$ cat src/rtl/crt_pkg.sv
package crt_pkg;
    typedef enum logic [1:0] {
        ST_CAPTURE = 2'd0,
        ST_RELOAD  = 2'd1,
        ST_UPDOWN  = 2'd2,
        ST_BAUD    = 2'd3
    } crt_state_e;

    // control register bit positions
    localparam int B_TF   = 7;
    localparam int B_EXF  = 6;
    localparam int B_RXB  = 5;
    localparam int B_TXB  = 4;
    localparam int B_EXEN = 3;
    localparam int B_RUN  = 2;
    localparam int B_CSEL = 1;
    localparam int B_CAP  = 0;

    // mode register bit positions
    localparam int M_CLKO = 1;
    localparam int M_DOWN = 0;
    localparam int MODE_W = 2;

    // register addresses
    localparam int A_CTRL   = 0;
    localparam int A_MODE   = 1;
    localparam int A_CNT_LO = 2;
    localparam int A_CNT_HI = 3;
    localparam int A_PR_LO  = 4;
    localparam int A_PR_HI  = 5;
endpackage

$ cat src/rtl/crt_sync_edge.sv
module crt_sync_edge #(
    parameter int STAGES = 2
) (
    input  logic clk,
    input  logic rst_n,
    input  logic pin,
    output logic lvl,
    output logic fall
);
    logic [STAGES-1:0] sh_q;
    logic              prev_q;

    always_ff @(posedge clk or negedge rst_n) begin
        if (!rst_n) begin
            sh_q   <= '0;
            prev_q <= 1'b0;
        end else begin
            sh_q   <= {sh_q[STAGES-2:0], pin};
            prev_q <= sh_q[STAGES-1];
        end
    end

    assign lvl  = sh_q[STAGES-1];
    assign fall = prev_q & ~sh_q[STAGES-1];
endmodule

$ cat src/rtl/crt_tick_gen.sv
module crt_tick_gen #(
    parameter int SLOW_DIV = 12,
    parameter int FAST_DIV = 2
) (
    input  logic clk,
    input  logic rst_n,
    input  logic fast,
    input  logic use_pin,
    input  logic pin_fall,
    output logic tick
);
    localparam int PW = $clog2(SLOW_DIV + 1);

    logic [PW-1:0] pre_q;
    logic [PW-1:0] lim;
    logic          pre_wrap;

    assign lim      = fast ? PW'(FAST_DIV - 1) : PW'(SLOW_DIV - 1);
    assign pre_wrap = (pre_q >= lim);

    always_ff @(posedge clk or negedge rst_n) begin
        if (!rst_n) pre_q <= '0;
        else        pre_q <= pre_wrap ? '0 : pre_q + 1'b1;
    end

    assign tick = use_pin ? pin_fall : pre_wrap;
endmodule

$ cat src/rtl/crt_core.sv
module crt_core
    import crt_pkg::*;
#(
    parameter int DATA_W = 8,
    parameter int ADDR_W = 3
) (
    input  logic                  clk,
    input  logic                  rst_n,
    input  logic                  wr_en,
    input  logic [ADDR_W-1:0]     wr_addr,
    input  logic [DATA_W-1:0]     wr_data,
    input  logic                  trig_lvl,
    input  logic                  trig_fall,
    input  logic                  cnt_tick,
    output crt_state_e            state_q,
    output logic [DATA_W-1:0]     ctrl_q,
    output logic [MODE_W-1:0]     mode_q,
    output logic [2*DATA_W-1:0]   count_q,
    output logic [2*DATA_W-1:0]   pair_q,
    output logic                  fast_sel,
    output logic                  pin_sel,
    output logic                  baud_tick,
    output logic                  clk_out
);
    localparam int CNT_W = 2 * DATA_W;

    crt_state_e          state_d;
    logic [CNT_W-1:0]    cnt_d, pair_d;
    logic [DATA_W-1:0]   ctrl_d;
    logic [MODE_W-1:0]   mode_d;
    logic                tf_set, exf_set, wrap;
    logic                step, ext_evt, at_top, at_floor;

    // next-state decode
    always_comb begin
        if (ctrl_q[B_RXB] || ctrl_q[B_TXB] || mode_q[M_CLKO]) state_d = ST_BAUD;
        else if (ctrl_q[B_CAP])                               state_d = ST_CAPTURE;
        else if (mode_q[M_DOWN])                              state_d = ST_UPDOWN;
        else                                                  state_d = ST_RELOAD;
    end

    // state register
    always_ff @(posedge clk or negedge rst_n) begin
        if (!rst_n) state_q <= ST_CAPTURE;
        else        state_q <= state_d;
    end

    assign fast_sel = (state_q == ST_BAUD);
    assign pin_sel  = ctrl_q[B_CSEL] && !fast_sel;
    assign step     = ctrl_q[B_RUN] && cnt_tick;
    assign ext_evt  = ctrl_q[B_EXEN] && trig_fall;
    assign at_top   = (count_q == '1);
    assign at_floor = (count_q == pair_q);

    // per-state datapath
    always_comb begin
        cnt_d   = count_q;
        pair_d  = pair_q;
        tf_set  = 1'b0;
        exf_set = 1'b0;
        wrap    = 1'b0;
        unique case (state_q)
            ST_CAPTURE: begin
                if (step) begin
                    cnt_d  = count_q + 1'b1;
                    tf_set = at_top;
                    wrap   = at_top;
                end
                if (ext_evt) begin
                    pair_d  = count_q;
                    exf_set = 1'b1;
                end
            end
            ST_RELOAD: begin
                if (ext_evt) begin
                    cnt_d   = pair_q;
                    exf_set = 1'b1;
                end else if (step) begin
                    if (at_top) begin
                        cnt_d  = pair_q;
                        tf_set = 1'b1;
                        wrap   = 1'b1;
                    end else begin
                        cnt_d = count_q + 1'b1;
                    end
                end
            end
            ST_UPDOWN: begin
                if (step) begin
                    if (trig_lvl) begin
                        if (at_top) begin
                            cnt_d  = pair_q;
                            tf_set = 1'b1;
                            wrap   = 1'b1;
                        end else begin
                            cnt_d = count_q + 1'b1;
                        end
                    end else begin
                        if (at_floor) begin
                            cnt_d  = '1;
                            tf_set = 1'b1;
                            wrap   = 1'b1;
                        end else begin
                            cnt_d = count_q - 1'b1;
                        end
                    end
                end
            end
            ST_BAUD: begin
                if (step) begin
                    if (at_top) begin
                        cnt_d = pair_q;
                        wrap  = 1'b1;
                    end else begin
                        cnt_d = count_q + 1'b1;
                    end
                end
            end
        endcase

        ctrl_d        = ctrl_q;
        mode_d        = mode_q;
        if (wr_en) begin
            case (wr_addr)
                ADDR_W'(A_CTRL):   ctrl_d = wr_data;
                ADDR_W'(A_MODE):   mode_d = wr_data[MODE_W-1:0];
                ADDR_W'(A_CNT_LO): cnt_d[DATA_W-1:0]      = wr_data;
                ADDR_W'(A_CNT_HI): cnt_d[CNT_W-1:DATA_W]  = wr_data;
                ADDR_W'(A_PR_LO):  pair_d[DATA_W-1:0]     = wr_data;
                ADDR_W'(A_PR_HI):  pair_d[CNT_W-1:DATA_W] = wr_data;
                default: ;
            endcase
        end
        ctrl_d[B_TF]  = ctrl_d[B_TF]  | tf_set;
        ctrl_d[B_EXF] = ctrl_d[B_EXF] | exf_set;
    end

    // output / register process
    always_ff @(posedge clk or negedge rst_n) begin
        if (!rst_n) begin
            ctrl_q    <= '0;
            mode_q    <= '0;
            count_q   <= '0;
            pair_q    <= '0;
            baud_tick <= 1'b0;
            clk_out   <= 1'b0;
        end else begin
            ctrl_q    <= ctrl_d;
            mode_q    <= mode_d;
            count_q   <= cnt_d;
            pair_q    <= pair_d;
            baud_tick <= wrap && (state_q == ST_BAUD);
            clk_out   <= clk_out ^ (wrap && mode_q[M_CLKO]);
        end
    end
endmodule

$ cat src/rtl/cr_timer16.sv
module cr_timer16
    import crt_pkg::*;
#(
    parameter int DATA_W   = 8,
    parameter int ADDR_W   = 3,
    parameter int SLOW_DIV = 12,
    parameter int FAST_DIV = 2,
    parameter int STAGES   = 2
) (
    input  logic              clk,
    input  logic              rst_n,
    input  logic              wr_en,
    input  logic [ADDR_W-1:0] wr_addr,
    input  logic [DATA_W-1:0] wr_data,
    input  logic [ADDR_W-1:0] rd_addr,
    output logic [DATA_W-1:0] rd_data,
    input  logic              trig_pin,
    input  logic              cnt_pin,
    output logic              baud_tick,
    output logic              clk_out
);
    localparam int CNT_W  = 2 * DATA_W;
    localparam int N_PINS = 2;

    logic [N_PINS-1:0] pins, pin_lvl, pin_fall;
    logic              trig_lvl, trig_fall, cnt_fall, cnt_tick;
    logic              fast_sel, pin_sel;
    crt_state_e        state_q;
    logic [DATA_W-1:0] ctrl_q;
    logic [MODE_W-1:0] mode_q;
    logic [CNT_W-1:0]  count_q, pair_q;

    assign pins = {cnt_pin, trig_pin};

    for (genvar g = 0; g < N_PINS; g++) begin : g_sync
        crt_sync_edge #(.STAGES(STAGES)) u_sync (
            .clk  (clk),
            .rst_n(rst_n),
            .pin  (pins[g]),
            .lvl  (pin_lvl[g]),
            .fall (pin_fall[g])
        );
    end

    assign trig_lvl  = pin_lvl[0];
    assign trig_fall = pin_fall[0];
    assign cnt_fall  = pin_fall[1];
    wire   unused_cnt_lvl = pin_lvl[1];

    crt_tick_gen #(.SLOW_DIV(SLOW_DIV), .FAST_DIV(FAST_DIV)) u_tick (
        .clk     (clk),
        .rst_n   (rst_n),
        .fast    (fast_sel),
        .use_pin (pin_sel),
        .pin_fall(cnt_fall),
        .tick    (cnt_tick)
    );

    crt_core #(.DATA_W(DATA_W), .ADDR_W(ADDR_W)) u_core (
        .clk      (clk),
        .rst_n    (rst_n),
        .wr_en    (wr_en),
        .wr_addr  (wr_addr),
        .wr_data  (wr_data),
        .trig_lvl (trig_lvl),
        .trig_fall(trig_fall),
        .cnt_tick (cnt_tick),
        .state_q  (state_q),
        .ctrl_q   (ctrl_q),
        .mode_q   (mode_q),
        .count_q  (count_q),
        .pair_q   (pair_q),
        .fast_sel (fast_sel),
        .pin_sel  (pin_sel),
        .baud_tick(baud_tick),
        .clk_out  (clk_out)
    );

    always_comb begin
        case (rd_addr)
            ADDR_W'(A_CTRL):   rd_data = ctrl_q;
            ADDR_W'(A_MODE):   rd_data = DATA_W'(mode_q);
            ADDR_W'(A_CNT_LO): rd_data = count_q[DATA_W-1:0];
            ADDR_W'(A_CNT_HI): rd_data = count_q[CNT_W-1:DATA_W];
            ADDR_W'(A_PR_LO):  rd_data = pair_q[DATA_W-1:0];
            ADDR_W'(A_PR_HI):  rd_data = pair_q[CNT_W-1:DATA_W];
            default:           rd_data = '0;
        endcase
    end
endmodule

$ cat config.mk
export PLATFORM = sky130hd
export DESIGN_NAME = cr_timer16
export DESIGN_NICKNAME = d
export VERILOG_FILES = /design/src/rtl/crt_pkg.sv /design/src/rtl/crt_sync_edge.sv /design/src/rtl/crt_tick_gen.sv /design/src/rtl/crt_core.sv /design/src/rtl/cr_timer16.sv
export SDC_FILE = /design/constraint.sdc
export NUM_CORES = 1
export LEC_CHECK = 0
export ABC_AREA = 1
export BUFFER_PORTS_ARGS = -buffer_cell sky130_fd_sc_hd__buf_4
export CAP_MARGIN = 20
export CORE_ASPECT_RATIO = 1.5
export CORE_MARGIN = 1
export CORE_UTILIZATION = 34
export DETAILED_ROUTE_END_ITERATION = 7
export GPL_TIMING_DRIVEN = 0
export PLACE_DENSITY = 0.58
export SLEW_MARGIN = 25
export SYNTH_ARGS = -nofsm -noshare
export SYNTH_HDL_FRONTEND = slang
export SYNTH_SLANG_ARGS = --single-unit
export TNS_END_PERCENT = 1
$ cat constraint.sdc
create_clock -name clk -period 2.6 [get_ports clk]
set_clock_uncertainty 0.15 [all_clocks]
set_input_delay 0.26 -clock clk [delete_from_list [all_inputs] [get_ports clk]]
set_output_delay 0.26 -clock clk [all_outputs]
set_load 0.05 [all_outputs]
== After elaboration in Yosys (flattened, before gate mapping) ==
Cells that the tools add are included.

* Register bits after elaboration: 56
* Latch bits: 0
* Bits in writable memories: 0
* Bits in read-only memories: 0
* Bits of input ports: 19
* Output and inout port bits: 10
* Word-level logic and storage cells: 89
* Memories: 0

* Add/sub/neg operators: 3
* Multipliers: 0
* Div/mod/pow operators: 0
* Order comparisons: 1
* Eq/ne operators: 15
* Shifts and indexed selects: 0
* Muxes and demuxes: 36
* Bitwise logic cells: 7
* Reductions and logical operators: 14

{| class="wikitable"
|+ Operator list
! operator !! number
|-
| $mux 16 || 11
|-
| $pmux 16 s4 || 1
|-
| $mux 8 || 6
|-
| $pmux 8 s6 || 1
|-
| $add 16x1->16 const B || 1
|-
| $eq 16x16->1 || 1
|-
| $eq 16x16->1 const B || 1
|-
| $sub 16x1->16 const B || 1
|-
| $eq 3x2->1 const B || 4
|-
| $eq 3x3->1 const B || 4
|-
| $mux 1 || 10
|-
| $mux 4 || 2
|-
| $eq 3x1->1 const B || 2
|-
| $logic_not 3->1 || 2
|-
| $mux 2 || 3
|-
| $logic_and 1x1->1 || 5
|-
| $add 4x1->4 const B || 1
|-
| $eq 2x2->1 const B || 2
|-
| $ge 4x4->1 || 1
|-
| $pmux 1 s4 || 1
|-
| $reduce_and 2->1 || 2
|-
| $pmux 1 s3 || 1
|-
| $and 1x1->1 || 2
|-
| $eq 2x1->1 const B || 1
|-
| 7 further kinds || 10
|}

== Depth between registers and ports, before layout ==
Gate-level depths: netlist (run 1).

* Depth in word-level cells: 10
* Gate-level depth with buffers: 17
* Depth with buffers taken out: 16

== Modules after synthesis ==
A second synthesis (run 1) with hierarchy kept.

* Cell total of the unflattened synthesis: 937
* Area, all modules: 5,507.8 um^2

{| class="wikitable"
|+ Modules (own cells, without submodules)
! module !! times used !! cells each !! area each (um^2) !! seq. area each (um^2)
|-
| crt_core || 1 || 791 || 4,608.2 || 1,151.1
|-
| cr_timer16 || 1 || 106 || 493.0 || 0.0
|-
| crt_tick_gen || 1 || 30 || 236.5 || 100.1
|-
| crt_sync_edge || 2 || 5 || 85.1 || 75.1
|}

== Worst setup path before layout (run 1) ==
Ideal clock, no wire load.

* Path type: flip-flop to flip-flop
* From: register u_core.state_q[0]
* To: register u_core.count_q[9]
* Library setup time: 0.122 ns
* Arrival: 2.001 ns
* Data required time: 2.328 ns
* Slack: 0.328 ns
* Stages on the path, launching flop included: 14
* Path buffers: 1
* Period minus slack after synthesis: 2.272 ns
* Path through: dfrtp_1 > ha_1 > ha_1 > a21oi_1 > nand3_1 > nand2_2 > inv_2 > buf_2 > nor2_1 > nor2_1 > a21oi_1 > nand2_1 > nand2_1 > a21oi_2

* Cells in the longest elaborated chain, start to end: 10
* Elaborated cells between the ends (all ways): 17
* Those cells by class: 1 x order compare; 3 x eq/ne; 9 x mux; 4 x reduce/logical

{| class="wikitable"
|+ RTL lines
! element !! RTL line !! RTL
|-
| start, declared || crt_core.sv:15 || <nowiki>output crt_state_e state_q,</nowiki>
|-
| start signal, assigned || crt_core.sv:45 || <nowiki>else state_q <= state_d;</nowiki>
|-
| $eq 2x2->1 || crt_core.sv:48, crt_core.sv:62 ||
|-
| $mux 4 / $logic_not 1->1 (equally long branches) || crt_tick_gen.sv:18, crt_core.sv:49 ||
|-
| $ge 4x4->1 / $logic_and 1x1->1 (equally long branches) || crt_tick_gen.sv:19, crt_core.sv:49 ||
|-
| $mux 1 || crt_tick_gen.sv:26 || <nowiki>assign tick = use_pin ? pin_fall : pre_wrap;</nowiki>
|-
| $logic_and 1x1->1 || crt_core.sv:50 || <nowiki>assign step = ctrl_q[B_RUN] && cnt_tick;</nowiki>
|-
| $mux 16 || crt_core.sv:78 || <nowiki>end else if (step) begin</nowiki>
|-
| $mux 16 || crt_core.sv:75 || <nowiki>if (ext_evt) begin</nowiki>
|-
| $pmux 16 s4 (*) || crt_core.sv:62 || <nowiki>unique case (state_q)</nowiki>
|-
| $mux 8 || crt_core.sv:124 || <nowiki>case (wr_addr)</nowiki>
|-
| $mux 16 (*) || crt_core.sv:123 || <nowiki>if (wr_en) begin</nowiki>
|-
| via u_core.cnt_d[9] || crt_core.sv:28 || <nowiki>logic [CNT_W-1:0] cnt_d, pair_d;</nowiki>
|-
| end signal, assigned || crt_core.sv:150 || <nowiki>count_q <= cnt_d;</nowiki>
|-
| end, declared || crt_core.sv:18 || <nowiki>output logic [2*DATA_W-1:0] count_q,</nowiki>
|}

The timed path passes the listed nets; every way through them passes the cells marked *.
A chain may end at the register's enable or synchronous reset.

== Final worst setup path (run 1) ==
* From: register u_core.state_q[1]
* To: register u_core.count_q[2]

Same word-level chain as after synthesis.

==> impl_metrics.tcl, run 1 <==
set metrics [dict create \
    outcome "finished, final reports clean" \
    track_usage 0.281 \
    finalSetupViolCount 0 \
    clk_latency_ps 320 \
    slew_viol_final 0 \
    synthXorXnorAreaFrac 0.0145 \
    ioPinCount 29 \
    area_growth_pct 14.1 \
    syn_avg_cell_area_um2 6.00 \
    drcViolationCount 0 \
    hold_viol 0 \
    hold_path_class "input port to flip-flop" \
    cpPeakStageDelay_ps 420 \
    max_cap_violations 0 \
    antenna_left 0 \
    synth.top_cell.area_share 0.258 \
    worstPathMaxFanout 10 \
    leakagePower_nw 3.09 \
    vias 6259 \
    rows 56 \
    ff2ff_setup_slack_ps 80 \
    wl_per_cell_um 19.7 \
    yosysSeqAreaShare 0.258 \
    multiInputGateArea_um2 3400 \
    numCtsBuffers 5 \
    grt_pass1_vias 5918 \
    start_kind "flip-flop" \
    critPathSlowestCell "dfrtp_1" \
    cp_cell_sequence "ha_2, ha_1, a21oi_2, nand3_2, nand2_4, inv_4, buf_8, buf_6, a211oi_1, nor2_1, a21oi_2" \
    h-tree-depth 2 \
    port_buffers 28 \
    synth.area.mux_share 0 \
    cts.sinks 56 \
    fin_nets 976 \
    cts_tree "done" \
    crit_path_end_kind "flip-flop" \
    hpwl_um 17500 \
    path_class "flip-flop to flip-flop" \
    drtIter0Drc 536 \
    post-route-min-period_ps 2520 \
    synth_cell_type_count 39 \
    fin_setup_tns_ps 0 \
    yosys.area_share.simple 0.420 \
    avgViaCountPerCell 5.44 \
    synth-adder-area-share 0.0231 \
    clock.fmax_mhz 396 \
    globalRouteOverflowTotal 0 \
    ys_ff_latch 56 \
    synth_top_family_by_area "simple AND/OR/NAND/NOR gates" \
    syn_area_um2 5430 \
    maxSlewHeadroom 0.464 \
    syn_inst 905 \
    dr.pass1.iters 7 \
    cts-root-buf "clkbuf_16" \
    worst_hold_slack_ps 57.8 \
    yosys-top-cells-area "dfrtp_1 (26%), nand2_1 (21%), nor2_1 (8.3%)" \
    crit_required_ps 2690 \
    antenna_cells 0 \
    grt_max_degree 57 \
    antenna_found_initial 0 \
    grt_pass1_wl_um 34300 \
    synthFlopType "dfrtp_1" \
    synth_edf_count 0 \
    min_period_over_period 0.971 \
    nFillCells 1718 \
    start_util 0.347 \
    fin_ws_ps 76.2 \
    die_w_um 105 \
    path_clk_slew_ps 80 \
    gp_congestion 0.958 \
    arrival_ps 2620 \
    post-place-ws_ps -96.1 \
    synth-compound-area-share 0.163 \
    synth_nets 934 \
    synthArstFlopShare 1.00 \
    synth_area_leader_cell "dfrtp_1" \
    die_area_um2 16500 \
    power_density_nw_per_um2 1020 \
    core_um2 15600 \
    yosys_warnings 0 \
    drt-total-wl_um 22700 \
    cpMostUsedCell "a21oi_2" \
    dieHeight_um 157 \
    vdd_drop_max_v 0.000467 \
    worstMarginPinSlew_ps 805 \
    cts_max_path_buffers 2 \
    regArea_um2 1400 \
    rsz0062_at_grt "true" \
    drive_above_1_share 0.126 \
]
[final cells by class]
class,instances,share of cell area
Inverter,107,0.0653
Tap cell,203,0.0410
Timing Repair Buffer,35,0.0457
Multi-Input combinational cell,701,0.550
Clock buffer,5,0.0202
Sequential cell,56,0.226
Clock inverter,3,0.00546
Buffer,41,0.0461
[Yosys cell counts, types with 2 or more instances]
| master | n |
|---|---|
| inv_2 | 7 |
| nor3_1 | 14 |
| nand2_4 | 3 |
| buf_6 | 7 |
| dfrtp_1 | 56 |
| clkbuf_1 | 11 |
| nand2_2 | 8 |
| buf_4 | 12 |
| nand3_2 | 4 |
| xor2_1 | 8 |
| a21oi_1 | 47 |
| o21ai_1 | 6 |
| nor2_1 | 120 |
| a21oi_2 | 8 |
| nor2_4 | 3 |
| o31ai_1 | 2 |
| a211o_1 | 2 |
| a221oi_1 | 5 |
| o221ai_1 | 2 |
| nor2_2 | 3 |
| o21ai_0 | 41 |
| o21ai_2 | 2 |
| nand4_1 | 21 |
| nand3_1 | 50 |
| inv_1 | 100 |
| o22ai_1 | 8 |
| buf_1 | 4 |
| a211oi_1 | 5 |
| o211ai_1 | 18 |
| nand2_1 | 305 |
| buf_2 | 6 |
| ha_1 | 10 |
[sequential cells by signal, indices dropped and copies added (netlist names), 2 cells and up]
register / count
u_core.count_q: 16
u_core.state_q: 2
u_core.pair_q: 16
u_core.ctrl_q: 8
u_tick.pre_q: 4
u_core.mode_q: 2
g_sync.u_sync.sh_q: 4
g_sync.u_sync.prev_q: 2
[cells by family (layout without fill, tap and decap cells)]
logic type / after synthesis / count (layout)
fa+ha+maj: 10 / 10
buf+inv: 148 / 191
flops: 56 / 56
compound gates: 147 / 147
xor+xnor: 9 / 9
simple gates: 535 / 535
[layout by cell type, fill, tap and decap left out, drive strengths merged]
master / instances
dfrtp: 56
nand4: 21
o22ai: 8
a221oi: 5
inv: 108
clkinv: 2
or2: 1
xor2: 8
dlygate4sd3: 3
ha: 10
a21oi: 55
clkbuf: 20
a211oi: 5
buf: 58
nand2: 316
nor3: 15
o211ai: 18
o21ai: 49
o221ai: 2
xnor2: 1
nand3: 55
nor2: 127
a211o: 2
a22oi: 1
o31ai: 2
[worst paths after layout]
kind,startpoint,to,cells after the start
min in group asynchronous,rst_n,u_core.count_q[14]$_DFF_PN0_,2
min reg2reg,g_sync[1].u_sync.sh_q[0]$_DFF_PN0_,g_sync[1].u_sync.sh_q[1]$_DFF_PN0_,0
max,u_core.state_q[1]$_DFF_PN0_,u_core.count_q[2]$_DFF_PN0_,11
min,wr_data[2],u_core.count_q[10]$_DFF_PN0_,3
max in group asynchronous,rst_n,u_core.count_q[0]$_DFF_PN0_,2
max reg2reg,u_core.state_q[1]$_DFF_PN0_,u_core.count_q[2]$_DFF_PN0_,11
[layer usage]
layer / up-vias / global-route usage / part of all wire
li1: 2995 / - / -
met1: 2861 / 0.306 / 0.37
met2: 310 / 0.500 / 0.48
met3: 93 / 0.0312 / 0.061
met4: 0 / 0.218 / 0.089
met5: - / 0 / 0
[metrics by stage]
step                cell area [µm²]   util  cells  power, W
floorplan                      5430      -    905   0.00416
global placement               5890  0.377   1136   0.00533
detailed placement             5890  0.377   1136   0.00532
CTS                            6090  0.390   1147   0.00614
global route                   6190  0.396   1151   0.00677
finish                         6190  0.396   1151   0.00630
[worst max-delay path: cells and delay by family, from the launching register on]
kind                       cells  cell delay, ps
AOI/OAI and AO/OA              3             640
adders and majority gates      2             540
DFF                            1             420
and+or+nand+nor                3             360
buffers and inverters          3             360
[power breakdown]
| part | leakage (nW) | switching, W | internal [W] |
|---|---|---|---|
| Clock | 0.0772 | 0.000407 | 0.000374 |
| Sequential | 0.693 | 0.000230 | 0.00114 |
| Combinational | 2.32 | 0.00283 | 0.00132 |
[what timing repair did]
item / 4_1_cts / 5_1_grt
hold buffers: 3 / 0
hold endpoints to repair: 58 / 0
buffers inserted: 0 / 4
pin swaps: 1 / 4
setup endpoints to repair: 10 / 22
resized for setup: 3 / 22
cloned: 0 / 0
Power figures use the tool's default switching activity.
==> run 2, diff against run 1 <==
==> constraint.sdc (replaced) <==
create_clock -name clk -period 2.6 [get_ports clk]
set_clock_uncertainty 0.15 [all_clocks]
set_input_delay 0.13 -clock clk [delete_from_list [all_inputs] [get_ports clk]]
set_output_delay 0.13 -clock clk [all_outputs]
set_load 0.05 [all_outputs]
==> run 2 against run 1 <==
Effect of this change:
- sequential power is essentially flat
- sequential cell count unchanged
- via count rose by 0.56%
- global-route usage is essentially flat
- combinational power barely moved
- fmax down 0.80%
- total power is 0.22% higher
- sequential share of layout area is 0.29 points lower
- count of clock-buffer cells in the layout stayed put
- first-iteration DRC count is 0.19% higher
- die area unchanged
- setup slack got worse by 20 ps
- largest power group unchanged
==> impl_metrics.tcl, run 2 (same netlist as run 1, synthesis figures left out) <==
set metrics [dict create \
    fin_util 0.401 \
    critPathSlowestCell "dfrtp_1" \
    arrival_ps 2640 \
    crit_required_ps 2690 \
    clk_latency_ps 320 \
    globalRouteOverflowTotal 0 \
    numCtsBuffers 5 \
    vias 6294 \
    grt_pass1_wl_um 34400 \
    antenna_found_initial 0 \
    worstPathMaxFanout 10 \
    post-place-ws_ps -96.1 \
    worstMarginPinSlew_ps 793 \
    cpMostUsedCell "a21oi_2" \
    gp_congestion 0.958 \
    grt_pass1_vias 5941 \
    cts_max_path_buffers 2 \
    vdd_drop_max_v 0.000468 \
    ff2ff_setup_slack_ps 60 \
    hold_path_class "input port to flip-flop" \
    min_period_over_period 0.979 \
    cp_cell_sequence "ha_2, ha_1, a21oi_2, nand3_2, nand2_4, inv_4, buf_8, buf_6, a211oi_1, nor2_1, a21oi_2" \
    maxSlewHeadroom 0.471 \
    cts.sinks 56 \
    design_area_um2 6270 \
    max_cap_violations 0 \
    crit_path_end_kind "flip-flop" \
    rows 56 \
    grt_max_degree 57 \
    die_area_um2 16500 \
    nFillCells 1716 \
    dp_cells 1136 \
    final_cell_mix "nand2_1 (305), nor2_1 (116), inv_1 (100), dfrtp_1 (56), nand3_1 (49)" \
    drt-total-wl_um 22800 \
    power_density_nw_per_um2 1010 \
    area_growth_pct 15.6 \
    slew_viol_final 0 \
    reg_top3 "u_core.count_q x16, u_core.pair_q x16, u_core.ctrl_q x8" \
    port_buffers 28 \
    layout.cells.non_filler 1159 \
    antenna_cells 0 \
    outcome "finished, final reports clean" \
    cts-root-buf "clkbuf_16" \
    core_um2 15600 \
    antenna_left 0 \
    leakagePower_nw 3.12 \
    cts_tree "done" \
    drcViolationCount 0 \
    post-route-min-period_ps 2540 \
    wl_per_cell_um 19.7 \
    avgViaCountPerCell 5.43 \
    dr.pass1.iters 6 \
    die_w_um 105 \
    hpwl_um 17500 \
    drive_above_1_share 0.124 \
    worst_hold_slack_ps 38.0 \
    dieHeight_um 157 \
    start_kind "flip-flop" \
    track_usage 0.282 \
    cpPeakStageDelay_ps 420 \
    finalSetupViolCount 0 \
    path_class "flip-flop to flip-flop" \
    rsz0062_at_grt "true" \
    fin_nets 984 \
    mostFrequentLayoutCell "nand2_1" \
    hold_viol 0 \
    clock.fmax_mhz 393 \
    h-tree-depth 2 \
    fin_ws_ps 55.8 \
    dpl_cell_area_um2 5890 \
    drtIter0Drc 537 \
    start_util 0.347 \
    path_clk_slew_ps 90 \
    ioPinCount 29 \
]
## run 2: cell count changes in the layout (fill, tap and decap cells not counted)
| cell | before | now |
|---|---|---|
| dlygate4sd3_1 | 3 | 11 |
## run 2: timing repair
item                                    in CTS  in global routing
buffers inserted                             0                  4
resized for setup                            3                 22
endpoints found under the setup margin      10                 22
endpoints found under the hold margin       68                  0
hold buffers                                11                  0
pin swaps                                    1                  4
cloned                                       0                  0
## run 2: stage by stage
stage	total power, W	TNS [ps]
6_report	0.00632	0
5_1_grt	0.00678	-74.0
3_3_place_gp	0.00533	-272
4_1_cts	0.00615	-4.22
3_5_place_dp	0.00532	-109
2_1_floorplan	0.00416	0
## run 2: per-layer routing
layer | share of wire | global-route usage | vias to the layer above | wire (µm)
li1 | - | - | 3007 | -
met1 | 0.37 | 0.306 | 2854 | 8320
met2 | 0.48 | 0.500 | 335 | 11000
met3 | 0.065 | 0.0317 | 98 | 1490
met4 | 0.087 | 0.218 | 0 | 1970
met5 | 0 | 0 | - | 0
## run 2: area by class of cell
type	count	area (µm²)	area share
buffer	41	285	0.0455
clock buffer	5	125	0.0200
clock inverter	3	33.8	0.00539
inverter	107	404	0.0644
multi-input combinational	701	3400	0.543
sequential	56	1400	0.223
tap	203	254	0.0405
timing repair buffer	43	363	0.0579
## run 2: path summary, 6_finish.rpt
path / start / end / depth (start not counted)
max in group asynchronous: rst_n / u_core.count_q[0]$_DFF_PN0_ / 2
min: wr_addr[1] / u_core.mode_q[1]$_DFFE_PN0P_ / 4
min in group asynchronous: rst_n / u_core.count_q[14]$_DFF_PN0_ / 2
min reg2reg: g_sync[0].u_sync.sh_q[0]$_DFF_PN0_ / g_sync[0].u_sync.sh_q[1]$_DFF_PN0_ / 0
max reg2reg: u_core.state_q[1]$_DFF_PN0_ / u_core.count_q[2]$_DFF_PN0_ / 11
max: u_core.state_q[1]$_DFF_PN0_ / u_core.count_q[2]$_DFF_PN0_ / 11
## run 2: worst max-delay path, delay by kind of cell (launching register included)
kind,cells,cell delay (ps)
adders and majority gates,2,540
DFF,1,420
AOI/OAI and AO/OA,3,650
and+or+nand+nor,3,360
buffers and inverters,3,360
## run 2: power by group
group | internal [W] | total (W) | switching, W
clock network | 0.000374 | 0.000786 | 0.000412
registers | 0.00114 | 0.00137 | 0.000231
logic | 0.00133 | 0.00416 | 0.00283
total | 0.00284 | 0.00632 | 0.00348
==> run 3, diff against run 2 <==
--- a/config.mk
+++ b/config.mk
@@ -13,6 +13,7 @@
 export CORE_UTILIZATION = 34
 export DETAILED_ROUTE_END_ITERATION = 7
 export GPL_TIMING_DRIVEN = 0
+export MAX_ROUTING_LAYER = met4
 export PLACE_DENSITY = 0.58
 export SLEW_MARGIN = 25
 export SYNTH_ARGS = -nofsm -noshare
==> run 3 against run 2 <==
Effect of this change:
- die area stayed put
- total power is essentially flat
- critical path depth increased by 2
- final cell count shrank 0.35%
- first-iteration DRC count up 16%
- critical path type unchanged
- largest cell class unchanged
==> impl_metrics.tcl, run 3 (same netlist as run 1, synthesis figures left out) <==
set metrics [dict create \
    outcome "finished, final reports clean" \
    maxSlewHeadroom 0.470 \
    clock.fmax_mhz 398 \
    power_density_nw_per_um2 1010 \
    antenna_cells 0 \
    ioPinCount 29 \
    drcViolationCount 0 \
    path_class "flip-flop to flip-flop" \
    grt_pass1_vias 6060 \
    antenna_left 0 \
    crit_path_end_kind "flip-flop" \
    postCtsSetupBuffers 0 \
    dr.pass1.iters 6 \
    hpwl_um 17500 \
    antenna_found_initial 0 \
    min_period_over_period 0.967 \
    crit_required_ps 2700 \
    track_usage 0.297 \
    grt_pass1_wl_um 35000 \
    mostFrequentLayoutCell "nand2_1" \
    avgViaCountPerCell 5.49 \
    drt-total-wl_um 23100 \
    reg_top3 "u_core.count_q x16, u_core.pair_q x16, u_core.ctrl_q x8" \
    wl_per_cell_um 20.0 \
    grt_max_degree 57 \
    start_kind "flip-flop" \
    die_area_um2 16500 \
    nFillCells 1723 \
    critPathSlowestCell "dfrtp_1" \
    cts_max_path_buffers 2 \
    vdd_drop_max_v 0.000506 \
    vias 6344 \
    rsz0062_at_grt "true" \
    post-route-min-period_ps 2510 \
    power_w 0.00632 \
    rows 56 \
    h-tree-depth 2 \
    fin_nets 980 \
    globalRouteOverflowTotal 0 \
    drive_above_1_share 0.128 \
    final_cell_mix "nand2_1 (304), nor2_1 (112), inv_1 (99), dfrtp_1 (55), nand3_1 (48)" \
    hold_path_class "input port to flip-flop" \
    clk_latency_ps 320 \
    leakagePower_nw 3.09 \
    cts-root-buf "clkbuf_16" \
    die_w_um 105 \
    port_buffers 28 \
    cts_tree "done" \
    drtIter0Drc 621 \
    core_um2 15600 \
    worst_hold_slack_ps 22.2 \
    area_growth_pct 15.1 \
    path_clk_slew_ps 90 \
    slew_viol_final 0 \
    numCtsBuffers 5 \
    arrival_ps 2610 \
    cpPeakStageDelay_ps 410 \
    worstPathMaxFanout 10 \
    start_util 0.347 \
    gp_congestion 0.977 \
    worstMarginPinSlew_ps 795 \
    max_cap_violations 0 \
    finalSetupViolCount 0 \
    cpMostUsedCell "nor2_1" \
    cp_cell_sequence "ha_2, ha_1, inv_1, nor2_1, nand2_1, nand3_2, nand2_4, inv_4, buf_8, buf_6, a211oi_1, nor2_1, a21oi_2" \
    cts.sinks 56 \
    hold_viol 0 \
    dieHeight_um 157 \
]
[run 3: final cells by class]
type / instances / area [µm²] / share of cell area
multi-input cells: 701 / 3430 / 0.549
well taps: 203 / 254 / 0.0407
inverters: 107 / 404 / 0.0647
clock inverters: 2 / 17.5 / 0.00280
flip-flops and latches: 56 / 1400 / 0.225
repair buffers: 39 / 320 / 0.0513
plain buffers: 41 / 292 / 0.0467
clock buffers: 6 / 129 / 0.0206
[run 3: final timing paths]
kind,from,endpoint,slack (ps),cells past startpoint
setup / recovery,u_core.state_q[0]$_DFF_PN0_,u_core.count_q[2]$_DFF_PN0_,90,13
hold / removal,wr_addr[1],u_core.mode_q[1]$_DFFE_PN0P_,20,4
setup reg to reg,u_core.state_q[0]$_DFF_PN0_,u_core.count_q[2]$_DFF_PN0_,90,13
hold reg to reg,g_sync[0].u_sync.sh_q[0]$_DFF_PN0_,g_sync[0].u_sync.sh_q[1]$_DFF_PN0_,210,0
max in group asynchronous,rst_n,u_core.count_q[1]$_DFF_PN0_,1430,2
min in group asynchronous,rst_n,u_core.count_q[13]$_DFF_PN0_,270,2
[run 3: repair_timing]
item	4_1_cts	5_1_grt
pin swaps	1	4
gates resized for setup	4	30
setup endpoints to repair	9	35
hold buffers	11	0
endpoints found under the hold margin	68	0
cloned	0	0
[run 3: through the flow]
step	area (µm²)	utilization	cells	setup TNS (ps)	setup WS, ps
after global routing	6250	0.400	1155	-349	-45.9
final	6250	0.400	1155	0	86.5
after global placement	5890	0.377	1136	-172	-101
after CTS	6160	0.394	1155	0	13.4
after detailed placement	5890	0.377	1136	-251	-92.5
after floorplan	5430	-	905	0	328
[run 3: layer usage]
metal,GRT usage,vias up,part of all wire
met4,0.247,0,0.092
met5,-,-,0
li1,-,3006,-
met3,0.0400,109,0.067
met1,0.314,2858,0.37
met2,0.494,371,0.48
[run 3: critical path: cells and delay by family (launching register included)]
kind / cells / cell delay, ps
AO/OA/AOI/OAI: 2 / 440
adder cells (fa/ha/maj): 2 / 540
flip-flops: 1 / 410
buffers and inverters: 4 / 420
AND/OR/NAND/NOR: 5 / 490
[run 3: power by group]
part           switching [W]  internal, W  total [W]
clock               0.000391     0.000368   0.000759
sequential          0.000231      0.00114    0.00137
combinational        0.00286      0.00133    0.00419
total                0.00348      0.00284    0.00632
